<file path="src/rtl/pct_pkg.sv">
// Package: shared widths and the pin mode type for the prescaled compare timer.
// Assumes: nothing beyond IEEE 1800-2017.
package pct_pkg;
    localparam int unsigned CNT_W   = 16;
    localparam int unsigned PSC_W   = 8;
    localparam int unsigned SRC_DIV = 16;

    typedef enum logic {
        PIN_PULSE  = 1'b0,
        PIN_TOGGLE = 1'b1
    } pin_mode_e;
endpackage

</file>
<file path="src/rtl/pct_src_divider.sv">
// Module: source stage. Emits a tick every bus clock, or one every DIV clocks.
// Assumes: DIV >= 2; clear has priority and suppresses the tick.
module pct_src_divider #(
    parameter int unsigned DIV = 16
) (
    input  logic clk,
    input  logic rst_n,
    input  logic run,
    input  logic clear,
    input  logic sel_div,
    output logic tick
);
    localparam int unsigned CW = (DIV > 1) ? $clog2(DIV) : 1;
    localparam logic [CW-1:0] LAST = CW'(DIV - 1);

    logic [CW-1:0] phase_q;

    // phase counter of the divided source
    always_ff @(posedge clk) begin
        if (!rst_n) begin
            phase_q <= '0;
        end else if (clear || !sel_div) begin
            phase_q <= '0;
        end else if (run) begin
            phase_q <= (phase_q == LAST) ? '0 : phase_q + 1'b1;
        end
    end

    // tick whenever the selected source completes a period
    always_comb begin
        tick = run && !clear && (sel_div ? (phase_q == LAST) : 1'b1);
    end
endmodule

</file>
<file path="src/rtl/pct_prescaler.sv">
// Module: programmable prescaler. Passes one of every limit+1 source ticks.
// Assumes: a limit lowered below the current phase ends the period at once.
module pct_prescaler #(
    parameter int unsigned W = 8
) (
    input  logic         clk,
    input  logic         rst_n,
    input  logic         clear,
    input  logic         src_tick,
    input  logic [W-1:0] limit,
    output logic         cnt_tick
);
    logic [W-1:0] phase_q;
    logic         wrap;

    // end of a prescaler period
    always_comb begin
        wrap     = (phase_q >= limit);
        cnt_tick = src_tick && wrap;
    end

    // prescaler phase, advanced by source ticks
    always_ff @(posedge clk) begin
        if (!rst_n) begin
            phase_q <= '0;
        end else if (clear) begin
            phase_q <= '0;
        end else if (src_tick) begin
            phase_q <= wrap ? '0 : phase_q + 1'b1;
        end
    end
endmodule

</file>
<file path="src/rtl/pct_compare_counter.sv">
// Module: free-running counter with reference register and match detection.
// Assumes: the match is taken on a count tick while count equals the reference.
module pct_compare_counter #(
    parameter int unsigned W = 16
) (
    input  logic         clk,
    input  logic         rst_n,
    input  logic         clear,
    input  logic         cnt_tick,
    input  logic         restart_en,
    input  logic         ref_wr,
    input  logic [W-1:0] ref_wdata,
    output logic [W-1:0] count,
    output logic         match_evt
);
    logic [W-1:0] count_q;
    logic [W-1:0] ref_q;

    // match event: tick while sitting on the reference
    always_comb begin
        match_evt = cnt_tick && (count_q == ref_q);
        count     = count_q;
    end

    // counter register: clear, restart or increment
    always_ff @(posedge clk) begin
        if (!rst_n) begin
            count_q <= '0;
        end else if (clear) begin
            count_q <= '0;
        end else if (cnt_tick) begin
            count_q <= (match_evt && restart_en) ? '0 : count_q + 1'b1;
        end
    end

    // reference register written by the host
    always_ff @(posedge clk) begin
        if (!rst_n) begin
            ref_q <= '1;
        end else if (ref_wr) begin
            ref_q <= ref_wdata;
        end
    end
endmodule

</file>
<file path="src/rtl/pct_event_out.sv">
// Module: sticky event flag, interrupt gate and timer pin shaping.
// Assumes: match_evt and cnt_tick are single-clock strobes from the counter path.
module pct_event_out
    import pct_pkg::*;
(
    input  logic      clk,
    input  logic      rst_n,
    input  logic      match_evt,
    input  logic      cnt_tick,
    input  logic      flag_clr,
    input  logic      irq_en,
    input  pin_mode_e mode,
    output logic      match_flag,
    output logic      irq,
    output logic      pin_n
);
    logic flag_q;
    logic pulse_q;
    logic level_q;

    // sticky flag, set has priority over clear
    always_ff @(posedge clk) begin
        if (!rst_n) begin
            flag_q <= 1'b0;
        end else if (match_evt) begin
            flag_q <= 1'b1;
        end else if (flag_clr) begin
            flag_q <= 1'b0;
        end
    end

    // pulse window lasting one count period after a match
    always_ff @(posedge clk) begin
        if (!rst_n) begin
            pulse_q <= 1'b0;
        end else if (match_evt) begin
            pulse_q <= 1'b1;
        end else if (cnt_tick) begin
            pulse_q <= 1'b0;
        end
    end

    // toggle level inverted on each match
    always_ff @(posedge clk) begin
        if (!rst_n) begin
            level_q <= 1'b1;
        end else if (match_evt) begin
            level_q <= ~level_q;
        end
    end

    // output selection
    always_comb begin
        match_flag = flag_q;
        irq        = flag_q && irq_en;
        pin_n      = (mode == PIN_TOGGLE) ? level_q : ~pulse_q;
    end
endmodule

</file>
<file path="src/rtl/prescaled_compare_timer.sv">
// Module: top of the prescaled compare timer.
// Chain: source stage -> prescaler -> counter/compare -> flag and pin.
// Assumes: host strobes are single-clock and synchronous to clk.
module prescaled_compare_timer
    import pct_pkg::*;
(
    input  logic              clk,
    input  logic              rst_n,
    input  logic              run,
    input  logic              src_div16,
    input  logic [PSC_W-1:0]  prescale,
    input  logic              restart_en,
    input  logic              out_toggle,
    input  logic              irq_en,
    input  logic              ref_wr,
    input  logic [CNT_W-1:0]  ref_wdata,
    input  logic              cnt_wr,
    input  logic              flag_clr,
    output logic [CNT_W-1:0]  count,
    output logic              match_flag,
    output logic              irq,
    output logic              tmr_out_n
);
    logic      src_tick;
    logic      cnt_tick;
    logic      match_evt;
    pin_mode_e pin_mode;

    // decode the pin mode input
    always_comb begin
        pin_mode = out_toggle ? PIN_TOGGLE : PIN_PULSE;
    end

    pct_src_divider #(.DIV(SRC_DIV)) u_src (
        .clk     (clk),
        .rst_n   (rst_n),
        .run     (run),
        .clear   (cnt_wr),
        .sel_div (src_div16),
        .tick    (src_tick)
    );

    pct_prescaler #(.W(PSC_W)) u_psc (
        .clk      (clk),
        .rst_n    (rst_n),
        .clear    (cnt_wr),
        .src_tick (src_tick),
        .limit    (prescale),
        .cnt_tick (cnt_tick)
    );

    pct_compare_counter #(.W(CNT_W)) u_cnt (
        .clk        (clk),
        .rst_n      (rst_n),
        .clear      (cnt_wr),
        .cnt_tick   (cnt_tick),
        .restart_en (restart_en),
        .ref_wr     (ref_wr),
        .ref_wdata  (ref_wdata),
        .count      (count),
        .match_evt  (match_evt)
    );

    pct_event_out u_out (
        .clk        (clk),
        .rst_n      (rst_n),
        .match_evt  (match_evt),
        .cnt_tick   (cnt_tick),
        .flag_clr   (flag_clr),
        .irq_en     (irq_en),
        .mode       (pin_mode),
        .match_flag (match_flag),
        .irq        (irq),
        .pin_n      (tmr_out_n)
    );
endmodule

</file>
<file path="config.mk">
export PLATFORM = sky130hd
export DESIGN_NAME = prescaled_compare_timer
export DESIGN_NICKNAME = d
export VERILOG_FILES = /design/src/rtl/pct_pkg.sv /design/src/rtl/pct_src_divider.sv /design/src/rtl/pct_prescaler.sv /design/src/rtl/pct_compare_counter.sv /design/src/rtl/pct_event_out.sv /design/src/rtl/prescaled_compare_timer.sv
export SDC_FILE = /design/constraint.sdc
export NUM_CORES = 1
export LEC_CHECK = 0
export BUFFER_PORTS_ARGS = -buffer_cell sky130_fd_sc_hd__buf_2
export CAP_MARGIN = 15
export CELL_PAD_IN_SITES_DETAIL_PLACEMENT = 1
export CELL_PAD_IN_SITES_GLOBAL_PLACEMENT = 1
export CORE_MARGIN = 8
export CORE_UTILIZATION = 36
export DETAILED_ROUTE_END_ITERATION = 12
export MAX_ROUTING_LAYER = met4
export PLACE_DENSITY_LB_ADDON = 0.1
export RECOVER_POWER = 25
export SLEW_MARGIN = 20
export SYNTH_ARGS = -nofsm -noshare
export SYNTH_HDL_FRONTEND = slang
export SYNTH_SLANG_ARGS = --single-unit
</file>
<file path="constraint.sdc">
create_clock -name clk -period 2.4 [get_ports clk]
set_clock_uncertainty 0.2 [all_clocks]
set_input_delay 0.48 -clock clk [delete_from_list [all_inputs] [get_ports clk]]
set_output_delay 0.48 -clock clk [all_outputs]
set_load 0.02 [all_outputs]
</file>
* After elaboration in Yosys (flattened, before gate mapping)
Index checks and enable logic that the tools add are counted.
** Word-level totals
- Output and inout port bits :: 19
- Logic and storage cells :: 39
- Input bits :: 34
- Register bits :: 47
** Operators by class
- Multiplexer cells :: 10
- Bitwise operators :: 3
- Equality and inequality tests :: 2
- Add/subtract/negate cells :: 3
- Order comparisons :: 1
- Reductions and logical operators :: 13
** Operator list (number)
- adder 16 x 1 -> 16 bit, second input constant :: 1
- equality test 16 bit :: 1
- two-way mux 16 bit :: 1
- adder 8 x 1 -> 8 bit, second input constant :: 1
- >= comparator 8 bit :: 1
- two-way mux 8 bit :: 1
- two-way mux 1 bit :: 7
- logical AND 1 bit :: 6
- adder 4 x 1 -> 4 bit, second input constant :: 1
- equality test 4 bit, second input constant :: 1
- two-way mux 4 bit :: 1
- nonzero test 2 bit :: 2
- OR reduction 2 bit :: 2
- NOT 1 bit :: 3
- zero test 1 bit :: 2
- logical OR 1 bit :: 1

* Depth between registers and ports, before layout
- Depth after elaboration :: 7
- Gate-level depth with buffers :: 10
- Depth with buffers taken out :: 8

* Hierarchy
Synthesis repeated with hierarchy kept, for this count alone.
** Unflattened totals
- Cells, all modules :: 260
- Area, all modules :: 2398.6 sq um
** By module, submodules not included
- pct_compare_counter :: sequential area each 640.6 sq um, cells an instance 162, area each 1481.4 sq um, times used 1
- pct_prescaler :: sequential area each 160.2 sq um, cells an instance 63, area each 590.6 sq um, times used 1
- pct_src_divider :: sequential area each 80.1 sq um, cells an instance 23, area each 198.9 sq um, times used 1
- pct_event_out :: sequential area each 60.1 sq um, cells an instance 12, area each 127.6 sq um, times used 1

* Least setup slack after synthesis
OpenSTA, ideal clock, no wires.
- Path type :: input to register
- Start :: input prescale[7]
- End :: register u_cnt.count_q[15], in the netlist u_cnt.count[15]
- Slack :: -0.134 ns
- Data required time :: 2.130 ns
- Arrival :: 2.264 ns
- Stages :: 9
- Path through :: inv_1 -> ha_1 -> nand3_1 -> a2111oi_4 -> o31ai_2 -> and2_1 -> buf_6 -> or4_1 -> a21oi_1
** Between the ends
- Cells in the longest elaborated chain, start to end :: 5
** Ends and longest elaborated chain
- start, declared :: line prescaled_compare_timer.sv:11 : input logic [PSC_W-1:0] prescale,
- >= comparator 8 bit * :: line pct_prescaler.sv:18 : wrap = (phase_q >= limit);
- logical AND 1 bit * :: line pct_prescaler.sv:19 : cnt_tick = src_tick && wrap;
- logical AND 1 bit :: line pct_compare_counter.sv:21 : match_evt = cnt_tick && (count_q == ref_q);
- logical AND 1 bit :: line pct_compare_counter.sv:32 : count_q <= (match_evt && restart_en) ? '0 : count_q + 1'b1;
- two-way mux 16 bit :: line pct_compare_counter.sv:32
- end signal, assigned :: line pct_compare_counter.sv:32
- end, declared :: line pct_compare_counter.sv:16 : logic [W-1:0] count_q;
Every way passes the cells marked *; elsewhere a longest branch is shown, timed or not.
A chain may end at the register's enable or synchronous reset.

* Final worst setup path
- Start :: register u_src.phase_q[0]
- End :: register u_cnt.count_q[7], in the netlist u_cnt.count[7]
** Between the ends
- Cells in the longest elaborated chain, start to end :: 7
** Ends and longest elaborated chain
- start, declared :: line pct_src_divider.sv:16 : logic [CW-1:0] phase_q;
- start signal, assigned :: line pct_src_divider.sv:25 : phase_q <= (phase_q == LAST) ? '0 : phase_q + 1'b1;
- equality test 4 bit * :: line pct_src_divider.sv:31 : tick = run && !clear && (sel_div ? (phase_q == LAST) : 1'b1);
- two-way mux 1 bit * :: line pct_src_divider.sv:31
- logical AND 1 bit * :: line pct_src_divider.sv:31
- logical AND 1 bit * :: line pct_prescaler.sv:19
- logical AND 1 bit :: line pct_compare_counter.sv:21
- logical AND 1 bit :: line pct_compare_counter.sv:32
- two-way mux 16 bit :: line pct_compare_counter.sv:32
Marked as above.

==> summary.md <==
| Metric | Value |
|---|---|
| Status | `finished clean` |
| GRT Util Overall | `14.4%` |
| Total gr overflow | `0` |
| Via/cell ratio | `5.15` |
| Fmax | `427 MHz` |
| Cts hold-fix bufs | `0` |
| Synthesized area | `2400 sq um` |
| # fillers | `767` |
| Syn avg cell area | `9.06 sq um` |
| Slew Viols, Final | `0` |
| Synth Area in Compound Gates | `11.8%` |
| Most frequent cells in the layout | `buf_2, dfxtp_1, nand2_1, buf_4, xor2_1` |
| Yosys reg bits | `47` |
| Clk pin slew, worst setup/hold paths | `100 ps` |
| Largest family of logic cells by synthesized area | `simple AND/OR/NAND/NOR gates` |
| Final HPWL DP | `5320 um` |
| WP data required | `2440 ps` |
| Io pins | `53` |
| Number of buffers created by CTS | `5` |
| Reg2reg path depth | `8` |
| Maximum fanout along the worst path | `11` |
| Synthesized instance count | `265` |
| Std cell rows | `29` |
| Routed via count | `2,180` |
| Pleak | `1.34 nW` |
| Setup CP Type | `reg -> reg` |
| R2R Path Start | `u_src.phase_q[0]` |
| Peak supply drop | `251 uV` |
| H-tree levels | `2` |
| Post-Route Utilization | `50.5%` |
| Hold crit path type | `in -> reg` |
| Reg2reg end | `u_cnt.count[7]` |
| Synth Area in Simple Gates | `20.8%` |
| Crit path launch | `u_src.phase_q[0]` |
| Critical Path Start Type | `flop` |
| Core Area | `6390 sq um` |
| Final setup viols | `0` |
| Bufs on Longest Clock Path | `2` |
| Fin. Hold Viols | `0` |
| Commonest non-fill, non-tap cell in the layout | `buf_2` |
| Worst slew pin tran | `1150 ps` |
| Crit share post-route | `97.5%` |
| Fin nets | `390` |
| Multi-input logic area | `1500 sq um` |
| CTS tree | `done` |
| Total die area | `9530 sq um` |
| RSZ-0062 raised after global routing | `true` |
| First-pass GRT wire length | `11,300 um` |
| Post-synthesis adder-cell area fraction | `5.74%` |
| Antenna Cells | `0` |
| Post-route DRC | `0` |
| Critical Path End Type | `flop` |
| Cell variety after synth | `40` |
| Worst skew pair latency | `310 ps` |
| Hold wc startpoint | `ref_wdata[14]` |
| Gpl congestion | `0.715` |
| Worst slew margin | `23.1%` |
| Max Cap Violations | `0` |
| Final hold slack | `179 ps` |
| Horizontal die dimension | `97.6 um` |
| Drt wl/cell | `15.9 um` |
| Final critical-path required period | `2340 ps` |
| Largest net degree at the start of global routing | `23` |
| Initial antenna violation count | `0` |
| Sum Neg Setup Slack | `0 ps` |
| FF-to-FF setup slack | `60 ps` |
| Syn. warnings | `0` |
| Seq/Total Area, Yosys | `39.2%` |
| Pwr Density | `480 nW/um^2` |
| Mux cell area share after synthesis | `8.39%` |
| Layout area overhead | `34.3%` |
| Final WL | `6740 um` |
| Seq. cell area | `945 sq um` |
| Worst Hold Path EP | `u_cnt.ref_q[14]` |
| Vias in the first global route | `2,345` |
| Die height | `97.6 um` |
| Initial Util | `37.6%` |
| Synth Area in XOR/XNOR | `10.2%` |
| Hold-critical path depth | `3` |
| TritonRoute pass-1 iters | `4` |
| Num Clock Sinks | `47` |
| Layout cells sized above 1 | `34.1%` |
| Net count after synthesis | `310` |
| Root Driver | `clkbuf_8` |
| PortBufs | `52` |
| Routed Antenna Nets | `0` |
| DR iter-0 viols | `33` |
| WP data arrival | `2380 ps` |
-- sequential cells by signal (all words and copies together), names as in the netlist --
signal,count
u_src.phase_q,4
u_out.pulse_q,1
u_out.level_q,1
u_out.match_flag,1
u_cnt.ref_q,16
u_cnt.count,16
u_psc.phase_q,8
-- where the power goes --
group	internal (mW)	switching [mW]	total [mW]
registers	0.797	0.0133	0.810
clock network	0.316	0.291	0.607
logic	0.0677	0.0634	0.131
-- critical path, cell delays in order (launching register included) --
cell	delay, ps
dfxtp_2	360
ha_4	160
nand3_4	90
a2111oi_4	360
o31ai_2	140
and2_4	180
buf_12	140
or4_1	530
a21oi_2	130
-- how the worst max path moves through the flow --
stage                        to  slack, ps  cells after the start
2_1_floorplan  u_psc.phase_q[0]         -8                     10
3_3_place_gp    u_cnt.count[11]       -170                     11
3_5_place_dp    u_cnt.count[10]       -270                     10
4_1_cts         u_cnt.count[10]          4                      8
5_1_grt          u_cnt.count[7]        -50                      8
6_report         u_cnt.count[7]         60                      8
-- stage by stage --
step	std cells	worst slack (ps)	total power [mW]	area [sq um]
finish	423	60.1	1.55	3220
global route	423	-53.7	1.62	3220
CTS	421	3.71	1.57	3110
detailed placement	413	-273	0.959	2980
global placement	413	-167	0.954	2980
floorplan	265	-8.24	0.897	2440
-- layer usage --
metal | GRT usage, % | up-vias | part of all wire (%)
met5 | - | - | 0
met4 | 3.50 | 0 | 0.86
met3 | 3.20 | 7 | 3.9
met2 | 23.3 | 39 | 46
met1 | 17.6 | 1036 | 49
li1 | - | 1098 | -
-- kinds of logic after synthesis --
family / count (synthesis)
AOI/OAI and AO/OA: 40
xor gates and xnor gates: 28
adders and majority gates: 11
buffers and inverters: 20
DFF: 47
muxes: 20
and+or+nand+nor: 99
-- Yosys cell counts (all sizes together) --
master   count  area [sq um]
mux2         1          11.3
o21ai        4          20.0
or3          4          25.0
a211oi       1          7.51
a21bo        1          10.0
ha          11           138
inv         11          41.3
a21boi       1          7.51
a21oi       17          88.8
and4         1          8.76
or4          7          52.6
o211a        1          10.0
nand2       33           124
nand2b       1          8.76
and3         2          12.5
a2111oi      2          36.3
o41ai        1          8.76
nand3       13          70.1
nor2b        5          31.3
dfxtp       47           941
mux2i       19           190
o21a         1          7.51
nand4        7          43.8
or2          1          6.26
or4b         1          10.0
nor4         4          25.0
o31ai       10          80.1
buf          4          32.5
xnor2        8          70.1
clkbuf       5          18.8
nor2        17          63.8
and2         2          12.5
xor2        20           175
nor3         1          5.00
a31oi        1          6.26
-- cell type report --
type                       count  area share [%]
clock buffer                   5            2.14
inverter                      11            1.28
sequential                    47            29.3
timing repair buffer          82            16.3
tap                           77            2.99
clock inverter                 3            1.48
multi-input combinational    198            46.5
-- repair_timing --
action | 4_1_cts | 5_1_grt
cloned | 0 | 1
buffers inserted | 0 | 1
resized for setup | 3 | 19
endpoints found under the setup margin | 9 | 15
pin swaps | 2 | 9
(Power assumes the default switching activity.)
